--- src/rtl/msg_pack_pkg.sv ---
package msg_pack_pkg;

    typedef enum logic [1:0] {
        ST_IDLE   = 2'd0,
        ST_ACTIVE = 2'd1,
        ST_FLUSH  = 2'd2
    } pk_state_e;

endpackage

--- src/rtl/msg_lane_align.sv ---
// Swaps (optionally), aligns the addressed byte lanes to the top of the word
// and masks everything past the written byte count.
module msg_lane_align #(
    parameter int DW = 32,
    localparam int NB = DW / 8,
    localparam int AW = $clog2(NB),
    localparam int NW = $clog2(NB + 1)
) (
    input  logic          swap_i,
    input  logic [DW-1:0] data_i,
    input  logic [NB-1:0] strb_i,
    input  logic [AW-1:0] addr_i,
    output logic [DW-1:0] msg_o,
    output logic [NW-1:0] nbytes_o
);

    logic [DW-1:0] swapped;
    logic [DW-1:0] ordered;
    logic [DW-1:0] shifted;

    for (genvar i = 0; i < NB; i++) begin : g_swap
        assign swapped[8*i +: 8] = data_i[8*(NB-1-i) +: 8];
    end

    always_comb begin
        nbytes_o = '0;
        for (int k = 0; k < NB; k++) begin
            nbytes_o = nbytes_o + NW'(strb_i[k]);
        end
    end

    assign ordered = swap_i ? swapped : data_i;
    assign shifted = ordered << {addr_i, 3'b000};

    // message position p sits in bits [DW-1-8p -: 8]
    for (genvar p = 0; p < NB; p++) begin : g_mask
        assign msg_o[DW-1-8*p -: 8] = (NW'(p) < nbytes_o) ? shifted[DW-1-8*p -: 8] : 8'h00;
    end

endmodule

--- src/rtl/msg_word_pack.sv ---
// Holds up to NB-1 bytes and merges new bytes behind them.
module msg_word_pack #(
    parameter int DW = 32,
    localparam int NB = DW / 8,
    localparam int CW = $clog2(NB),
    localparam int NW = $clog2(NB + 1)
) (
    input  logic          clk_i,
    input  logic          rst_ni,
    input  logic          clr_i,
    input  logic          take_i,
    input  logic [DW-1:0] msg_i,
    input  logic [NW-1:0] nbytes_i,
    output logic          fills_o,
    output logic [DW-1:0] word_o,
    output logic [DW-1:0] held_o,
    output logic [CW-1:0] cnt_o
);

    logic [DW-1:0]   acc_q;
    logic [CW-1:0]   cnt_q;
    logic [2*DW-1:0] merged;
    logic [NW-1:0]   total;

    assign merged  = {acc_q, {DW{1'b0}}} | ({msg_i, {DW{1'b0}}} >> {cnt_q, 3'b000});
    assign total   = NW'(cnt_q) + nbytes_i;
    assign fills_o = total >= NW'(NB);
    assign word_o  = merged[2*DW-1 -: DW];
    assign held_o  = acc_q;
    assign cnt_o   = cnt_q;

    always_ff @(posedge clk_i or negedge rst_ni) begin
        if (!rst_ni) begin
            acc_q <= '0;
            cnt_q <= '0;
        end else if (clr_i) begin
            acc_q <= '0;
            cnt_q <= '0;
        end else if (take_i) begin
            if (fills_o) begin
                acc_q <= merged[DW-1:0];
                cnt_q <= CW'(total - NW'(NB));
            end else begin
                acc_q <= merged[2*DW-1 -: DW];
                cnt_q <= CW'(total);
            end
        end
    end

    assert_clear_R8: assert property (@(posedge clk_i) disable iff (!rst_ni)
        clr_i |=> (cnt_o == '0));

    assert_carry_R4: assert property (@(posedge clk_i) disable iff (!rst_ni)
        (take_i && !clr_i && !fills_o) |=> (cnt_o >= $past(cnt_o)));

endmodule

--- src/rtl/msg_len_count.sv ---
// Byte counter reported as a bit length.
module msg_len_count #(
    parameter int LEN_W = 64,
    parameter int NW = 3,
    localparam int BCW = LEN_W - 3
) (
    input  logic             clk_i,
    input  logic             rst_ni,
    input  logic             clr_i,
    input  logic             add_i,
    input  logic [NW-1:0]    nbytes_i,
    output logic [LEN_W-1:0] len_bits_o
);

    logic [BCW-1:0] bytes_q;

    always_ff @(posedge clk_i or negedge rst_ni) begin
        if (!rst_ni) begin
            bytes_q <= '0;
        end else if (clr_i) begin
            bytes_q <= '0;
        end else if (add_i) begin
            bytes_q <= bytes_q + BCW'(nbytes_i);
        end
    end

    assign len_bits_o = {bytes_q, 3'b000};

    assert_len_hold_R5: assert property (@(posedge clk_i) disable iff (!rst_ni)
        (!add_i && !clr_i) |=> $stable(len_bits_o));

    assert_len_grow_R5: assert property (@(posedge clk_i) disable iff (!rst_ni)
        (add_i && !clr_i) |=> (len_bits_o >= $past(len_bits_o)));

endmodule

--- src/rtl/msg_packer.sv ---
module msg_packer
    import msg_pack_pkg::*;
#(
    parameter int DW = 32,
    parameter int LEN_W = 64,
    localparam int NB = DW / 8,
    localparam int AW = $clog2(NB),
    localparam int CW = $clog2(NB),
    localparam int NW = $clog2(NB + 1)
) (
    input  logic             clk_i,
    input  logic             rst_ni,
    input  logic             sha_en_i,
    input  logic             cfg_we_i,
    input  logic             cfg_swap_i,
    input  logic             start_i,
    input  logic             process_i,
    input  logic             wr_valid_i,
    output logic             wr_ready_o,
    input  logic [DW-1:0]    wr_data_i,
    input  logic [NB-1:0]    wr_strb_i,
    input  logic [AW-1:0]    wr_addr_i,
    output logic             out_valid_o,
    input  logic             out_ready_i,
    output logic [DW-1:0]    out_data_o,
    output logic [NW-1:0]    out_bytes_o,
    output logic             msg_end_o,
    output logic [LEN_W-1:0] len_bits_o,
    output logic             alert_o
);

    pk_state_e     state_q, state_d;
    logic          swap_q;
    logic          alert_q;
    logic [DW-1:0] msg_w;
    logic [NW-1:0] nbytes_w;
    logic          fills_w;
    logic [DW-1:0] word_w;
    logic [DW-1:0] held_w;
    logic [CW-1:0] cnt_w;
    logic          take_w;
    logic          pk_clr_w;
    logic          len_clr_w;
    logic          cmd_w;

    assign cmd_w = start_i | process_i;

    msg_lane_align #(.DW(DW)) u_align (
        .swap_i   (swap_q),
        .data_i   (wr_data_i),
        .strb_i   (wr_strb_i),
        .addr_i   (wr_addr_i),
        .msg_o    (msg_w),
        .nbytes_o (nbytes_w)
    );

    msg_word_pack #(.DW(DW)) u_pack (
        .clk_i    (clk_i),
        .rst_ni   (rst_ni),
        .clr_i    (pk_clr_w),
        .take_i   (take_w),
        .msg_i    (msg_w),
        .nbytes_i (nbytes_w),
        .fills_o  (fills_w),
        .word_o   (word_w),
        .held_o   (held_w),
        .cnt_o    (cnt_w)
    );

    msg_len_count #(.LEN_W(LEN_W), .NW(NW)) u_len (
        .clk_i      (clk_i),
        .rst_ni     (rst_ni),
        .clr_i      (len_clr_w),
        .add_i      (take_w),
        .nbytes_i   (nbytes_w),
        .len_bits_o (len_bits_o)
    );

    // state register and configuration
    always_ff @(posedge clk_i or negedge rst_ni) begin
        if (!rst_ni) begin
            state_q <= ST_IDLE;
            swap_q  <= 1'b1;
            alert_q <= 1'b0;
        end else begin
            state_q <= state_d;
            if (cfg_we_i && state_q == ST_IDLE) begin
                swap_q <= cfg_swap_i;
            end
            alert_q <= wr_valid_i && wr_ready_o && !sha_en_i;
        end
    end

    // next state
    always_comb begin
        state_d = state_q;
        unique case (state_q)
            ST_IDLE: begin
                if (start_i) state_d = ST_ACTIVE;
            end
            ST_ACTIVE: begin
                if (start_i) begin
                    state_d = ST_ACTIVE;
                end else if (process_i) begin
                    state_d = (cnt_w == '0) ? ST_IDLE : ST_FLUSH;
                end
            end
            ST_FLUSH: begin
                if (out_ready_i) state_d = ST_IDLE;
            end
            default: state_d = ST_IDLE;
        endcase
    end

    // outputs
    always_comb begin
        wr_ready_o  = 1'b0;
        out_valid_o = 1'b0;
        out_data_o  = word_w;
        out_bytes_o = NW'(NB);
        msg_end_o   = 1'b0;
        take_w      = 1'b0;
        pk_clr_w    = 1'b0;
        len_clr_w   = 1'b0;
        unique case (state_q)
            ST_IDLE: begin
                wr_ready_o = 1'b1;
                pk_clr_w   = start_i;
                len_clr_w  = start_i;
            end
            ST_ACTIVE: begin
                pk_clr_w  = start_i;
                len_clr_w = start_i;
                if (!cmd_w) begin
                    if (!sha_en_i) begin
                        wr_ready_o = 1'b1;
                    end else begin
                        wr_ready_o  = !fills_w || out_ready_i;
                        out_valid_o = wr_valid_i && fills_w;
                        take_w      = wr_valid_i && wr_ready_o;
                    end
                end else if (!start_i && cnt_w == '0) begin
                    msg_end_o = 1'b1;
                end
            end
            ST_FLUSH: begin
                out_valid_o = 1'b1;
                out_data_o  = held_w;
                out_bytes_o = NW'(cnt_w);
                msg_end_o   = out_ready_i;
                pk_clr_w    = out_ready_i;
            end
            default: ;
        endcase
    end

    assign alert_o = alert_q;

    assert_hold_R6: assert property (@(posedge clk_i) disable iff (!rst_ni)
        (state_q == ST_ACTIVE && out_valid_o && !out_ready_i) |-> !wr_ready_o);

    assert_flush_bytes_R7: assert property (@(posedge clk_i) disable iff (!rst_ni)
        (state_q == ST_FLUSH) |-> (out_valid_o && out_bytes_o != '0 && out_bytes_o < NW'(NB) && !wr_ready_o));

    assert_alert_R9: assert property (@(posedge clk_i) disable iff (!rst_ni)
        (wr_valid_i && wr_ready_o && !sha_en_i) |=> alert_o);

    assert_cfg_lock_R10: assert property (@(posedge clk_i) disable iff (!rst_ni)
        (state_q != ST_IDLE) |=> $stable(swap_q));

    assert_idle_quiet_R11: assert property (@(posedge clk_i) disable iff (!rst_ni)
        (state_q == ST_IDLE) |-> (!out_valid_o && !msg_end_o));

    assert_end_onehot_R7: assert property (@(posedge clk_i) disable iff (!rst_ni)
        msg_end_o |=> !msg_end_o);

endmodule

--- config.mk ---
export PLATFORM = sky130hd
export DESIGN_NAME = msg_packer
export DESIGN_NICKNAME = d
export VERILOG_FILES = /design/src/rtl/msg_pack_pkg.sv /design/src/rtl/msg_lane_align.sv /design/src/rtl/msg_word_pack.sv /design/src/rtl/msg_len_count.sv /design/src/rtl/msg_packer.sv
export SDC_FILE = /design/constraint.sdc
export NUM_CORES = 1
export LEC_CHECK = 0
export BUFFER_PORTS_ARGS = -buffer_cell sky130_fd_sc_hd__clkbuf_2
export CELL_PAD_IN_SITES_DETAIL_PLACEMENT = 0
export CELL_PAD_IN_SITES_GLOBAL_PLACEMENT = 2
export CORE_MARGIN = 5
export CORE_UTILIZATION = 30
export DETAILED_ROUTE_END_ITERATION = 10
export PLACE_DENSITY_LB_ADDON = 0.15
export SLEW_MARGIN = 15
export SYNTH_ARGS = -nofsm -noshare
export SYNTH_HDL_FRONTEND = slang
export SYNTH_SLANG_ARGS = --single-unit
export TNS_END_PERCENT = 10
--- constraint.sdc ---
create_clock -name clk_i -period 3.2 [get_ports clk_i]
set_input_delay 0.48 -clock clk_i [delete_from_list [all_inputs] [get_ports clk_i]]
set_output_delay 0.48 -clock clk_i [all_outputs]
set_load 0.01 [all_outputs]
==> results_dict.tcl <==
set metrics [dict create \
    status "complete, but fails checks" \
    violations "setup timing" \
    ys.flop_type "dfrtp_1" \
    intPower_w 0.00309 \
    leakage_nw 4.55 \
    drive_gt1_share_pct 35.6 \
    clk_root_buffer_cell "clkbuf_16" \
    dp_cells 1417 \
    gr-usage-met3_pct 2.52 \
    busiest_layer "met2" \
    sw_frac_of_total_pct 38.9 \
    clockBufferDepth 2 \
    yosysTopAreaCellShare_pct 32.5 \
    synth_edf_count 0 \
    synth_compound_area_share_pct 25.2 \
    cts-htree-levels 3 \
    syn_area_per_cell_um2 8.75 \
    path_clk_slew_ps 70 \
    port_buffers 146 \
    achievable-frequency_ghz 0.302 \
    hold_slack_ps 135 \
    dieArea_um2 28400 \
    cp_max_fo 3 \
    synth-xor-area-share_pct 2.07 \
    yosys.area.top_type "dfrtp_1" \
    overflow 0 \
    cts.sink_count 99 \
    nNetsFinal 1167 \
    drt_iter0_markers 554 \
    wl_per_cell_um 19.7 \
    setup_viol 18 \
    yosys.area_share.adder_pct 2.62 \
    timing.critical_path.arrival_ps 2830 \
    finalWirelength_um 28400 \
    vias_per_cell 5.54 \
    rsz0062_at_grt "true" \
    skew_ps 16.8 \
    syn2layout_area_growth_pct 36.9 \
    instances_no_fill 1441 \
    crit_required_ps 2720 \
    hpwl_um 21600 \
    antennaDiodeCount 0 \
    start_kind "input pin" \
    chipWidth_um 169 \
    synth_seq_cells 99 \
    synthMuxAreaShare_pct 11.4 \
    firstDrtPassIters 5 \
    synth-seq-area-share_pct 32.8 \
    cts_tree "built" \
    multi_input_area_um2 5070 \
    fp.dieH_um 169 \
    core_um2 25000 \
    finalHoldViolations 0 \
    use_met2_pct 30.0 \
    switchingPower_w 0.00197 \
    gr-usage-met1_pct 29.4 \
    ant_nets 0 \
    power.density_nw_per_um2 490 \
    p_comb_share_pct 46.7 \
    pin_count 150 \
    worstSkewPairLatency_ps 360 \
    power_frac_clock_pct 25.3 \
    post-route-min-period_ps 3310 \
    slew_headroom_pct 50.3 \
    drv_slew 0 \
    syn_area_um2 7550 \
    cp-end-kind "output port" \
    ys_async_sr_fraction_pct 100 \
    worst_pin_slew_ps 740 \
    pwr-share-seq_pct 28.0 \
    max-vdd-ir-drop_v 0.000275 \
    cts_buffers 9 \
    place.gp.congestion 0.843 \
    ys_warn_count 0 \
    synth_top_family_by_area "compound AO/OA/AOI/OAI gates" \
    setup_slack_ps -110 \
    grt_pass1_vias 7759 \
    grt_first_pass_wirelength_um 45100 \
    placementRows 58 \
    synthCells 863 \
    synth_simple_gate_area_share_pct 20.8 \
    hp-class "in -> async" \
    grt_antenna_before_repair 0 \
    initial_utilization_pct 30.2 \
    drc 0 \
    fin_crit_sh_pct 103 \
    track_usage_pct 19.6 \
    netlist_top_cells_area "dfrtp_1 32%, mux2i_1 7.7%, a21oi_1 4.8%, mux2_2 3.7%, nand2_1 3.3%" \
    maxCapViolCount 0 \
    grt_max_degree 61 \
    regArea_um2 2480 \
    dpl_worst_slack_ps -693 \
    routed-via-count 7989 \
    synth_cell_type_count 69 \
    worstSetupPathType "in -> out" \
    fill_cells 2605 \
]
-- power groups by stage --
stage	Clock (W)	Combinational [W]	Sequential, W
global route	0.00136	0.00256	0.00143
finish	0.00128	0.00237	0.00142
detailed placement	0	0.00225	0.00143
floorplan	0	0.00131	0.00138
global placement	0	0.00225	0.00143
CTS	0.00132	0.00234	0.00141
-- worst max-delay path, cell delays in order --
cell	delay, ps
buf_6	100
ha_4	250
inv_2	30
fa_2	550
inv_2	60
ha_4	150
fa_2	380
xor2_4	220
buf_6	130
buf_6	90
nand3_2	60
a21o_1	190
clkbuf_2	130
-- path summary, 6_finish.rpt --
kind                                         from           endpoint  slack (ps)  cells after the start
worst min-delay path                       rst_ni   u_pack.held_o[9]         140                      1
worst max register to register    u_pack.cnt_o[0]  u_len.bytes_q[46]         590                      9
max in group asynchronous                  rst_ni   u_len.bytes_q[5]        2270                      2
worst min register to register  u_pack.held_o[10]  u_pack.held_o[10]         500                      2
worst max-delay path                 wr_strb_i[0]         wr_ready_o        -110                     13
min in group clk_i                     cfg_swap_i             swap_q         360                      2
-- kinds of logic after synthesis --
| logic type | after synthesis |
|---|---|
| AOI/OAI and AO/OA | 280 |
| and+or+nand+nor | 279 |
| xor gates and xnor gates | 17 |
| DFF | 99 |
| muxes | 83 |
| other | 1 |
| buffers and inverters | 90 |
| adders and majority gates | 14 |
-- cell usage in the layout, fill, tap and decap left out, types with 26 or more instances in the layout --
cell and count:
clkbuf_2 139, buf_4 125, dfrtp_1 98, a21oi_1 71
nand2_1 64, mux2i_1 56, nor2_1 37, inv_1 31
nand3_1 28, or4_1 26
-- what timing repair did --
| action | 4_1_cts | 5_1_grt |
|---|---|---|
| hold endpoints to repair | 0 | 0 |
| gates resized for setup | 51 | 32 |
| setup endpoints to repair | 71 | 106 |
| gates cloned | 0 | 1 |
| pin swaps | 16 | 18 |
| hold buffers | 0 | 0 |
| setup buffers | 4 | 4 |
-- through the flow --
step	utilization, %	setup TNS (ps)	instance area, um2	total power [W]
after floorplan	-	-10060	7600	0.00269
final	41.4	-936	10300	0.00506
after CTS	40.7	-1290	10200	0.00507
after global routing	41.4	-6150	10300	0.00534
after detailed placement	38.4	-41290	9590	0.00368
after global placement	38.4	-33720	9590	0.00368
-- cells in the mapped netlist (4+ instances only) --
cell       count
a22oi_1        8
xor2_1         4
nand2_1       66
clkbuf_1      30
buf_2         11
or3_1         19
a221oi_1       9
and2_1         5
o31ai_1       23
and3_1        12
buf_4          5
nand3_1       29
a32oi_1       16
o211ai_1       5
nor2_1        38
nand4_1       20
and4_1         7
nor3_1        25
o22a_1         8
xnor2_1       12
o21ai_0       39
buf_1          9
ha_1          11
a2bb2oi_1      4
o21bai_1       8
a31oi_1        9
a21oi_1       72
o221ai_1      16
nand2b_1       4
dfrtp_1       98
nor4_1         7
mux2_2        25
mux2i_1       58
inv_1         33
o22ai_1       16
a221o_1        8
a21o_1        10
a211oi_1      18
or4_1         27
-- metal layers --
layer	vias to the layer above	routed length [um]
li1	3860	-
met1	3931	14300
met2	178	12600
met3	20	1150
met4	0	362
met5	-	0
-- flip-flops by register name (all words and copies together) (netlist names) --
signal         count
swap_q             1
u_len.bytes_q     61
state_q            2
u_pack.cnt_o       2
alert_o            1
u_pack.held_o     32
-- final cells by class --
class	instances	share of cell area [%]
flip-flops and latches	99	24.0
repair buffers	285	18.5
inverters	34	1.23
clock inverters	7	1.06
well taps	330	3.99
clock buffers	9	2.18
multi-input cells	677	49.0
Power figures use the tool's default switching activity.
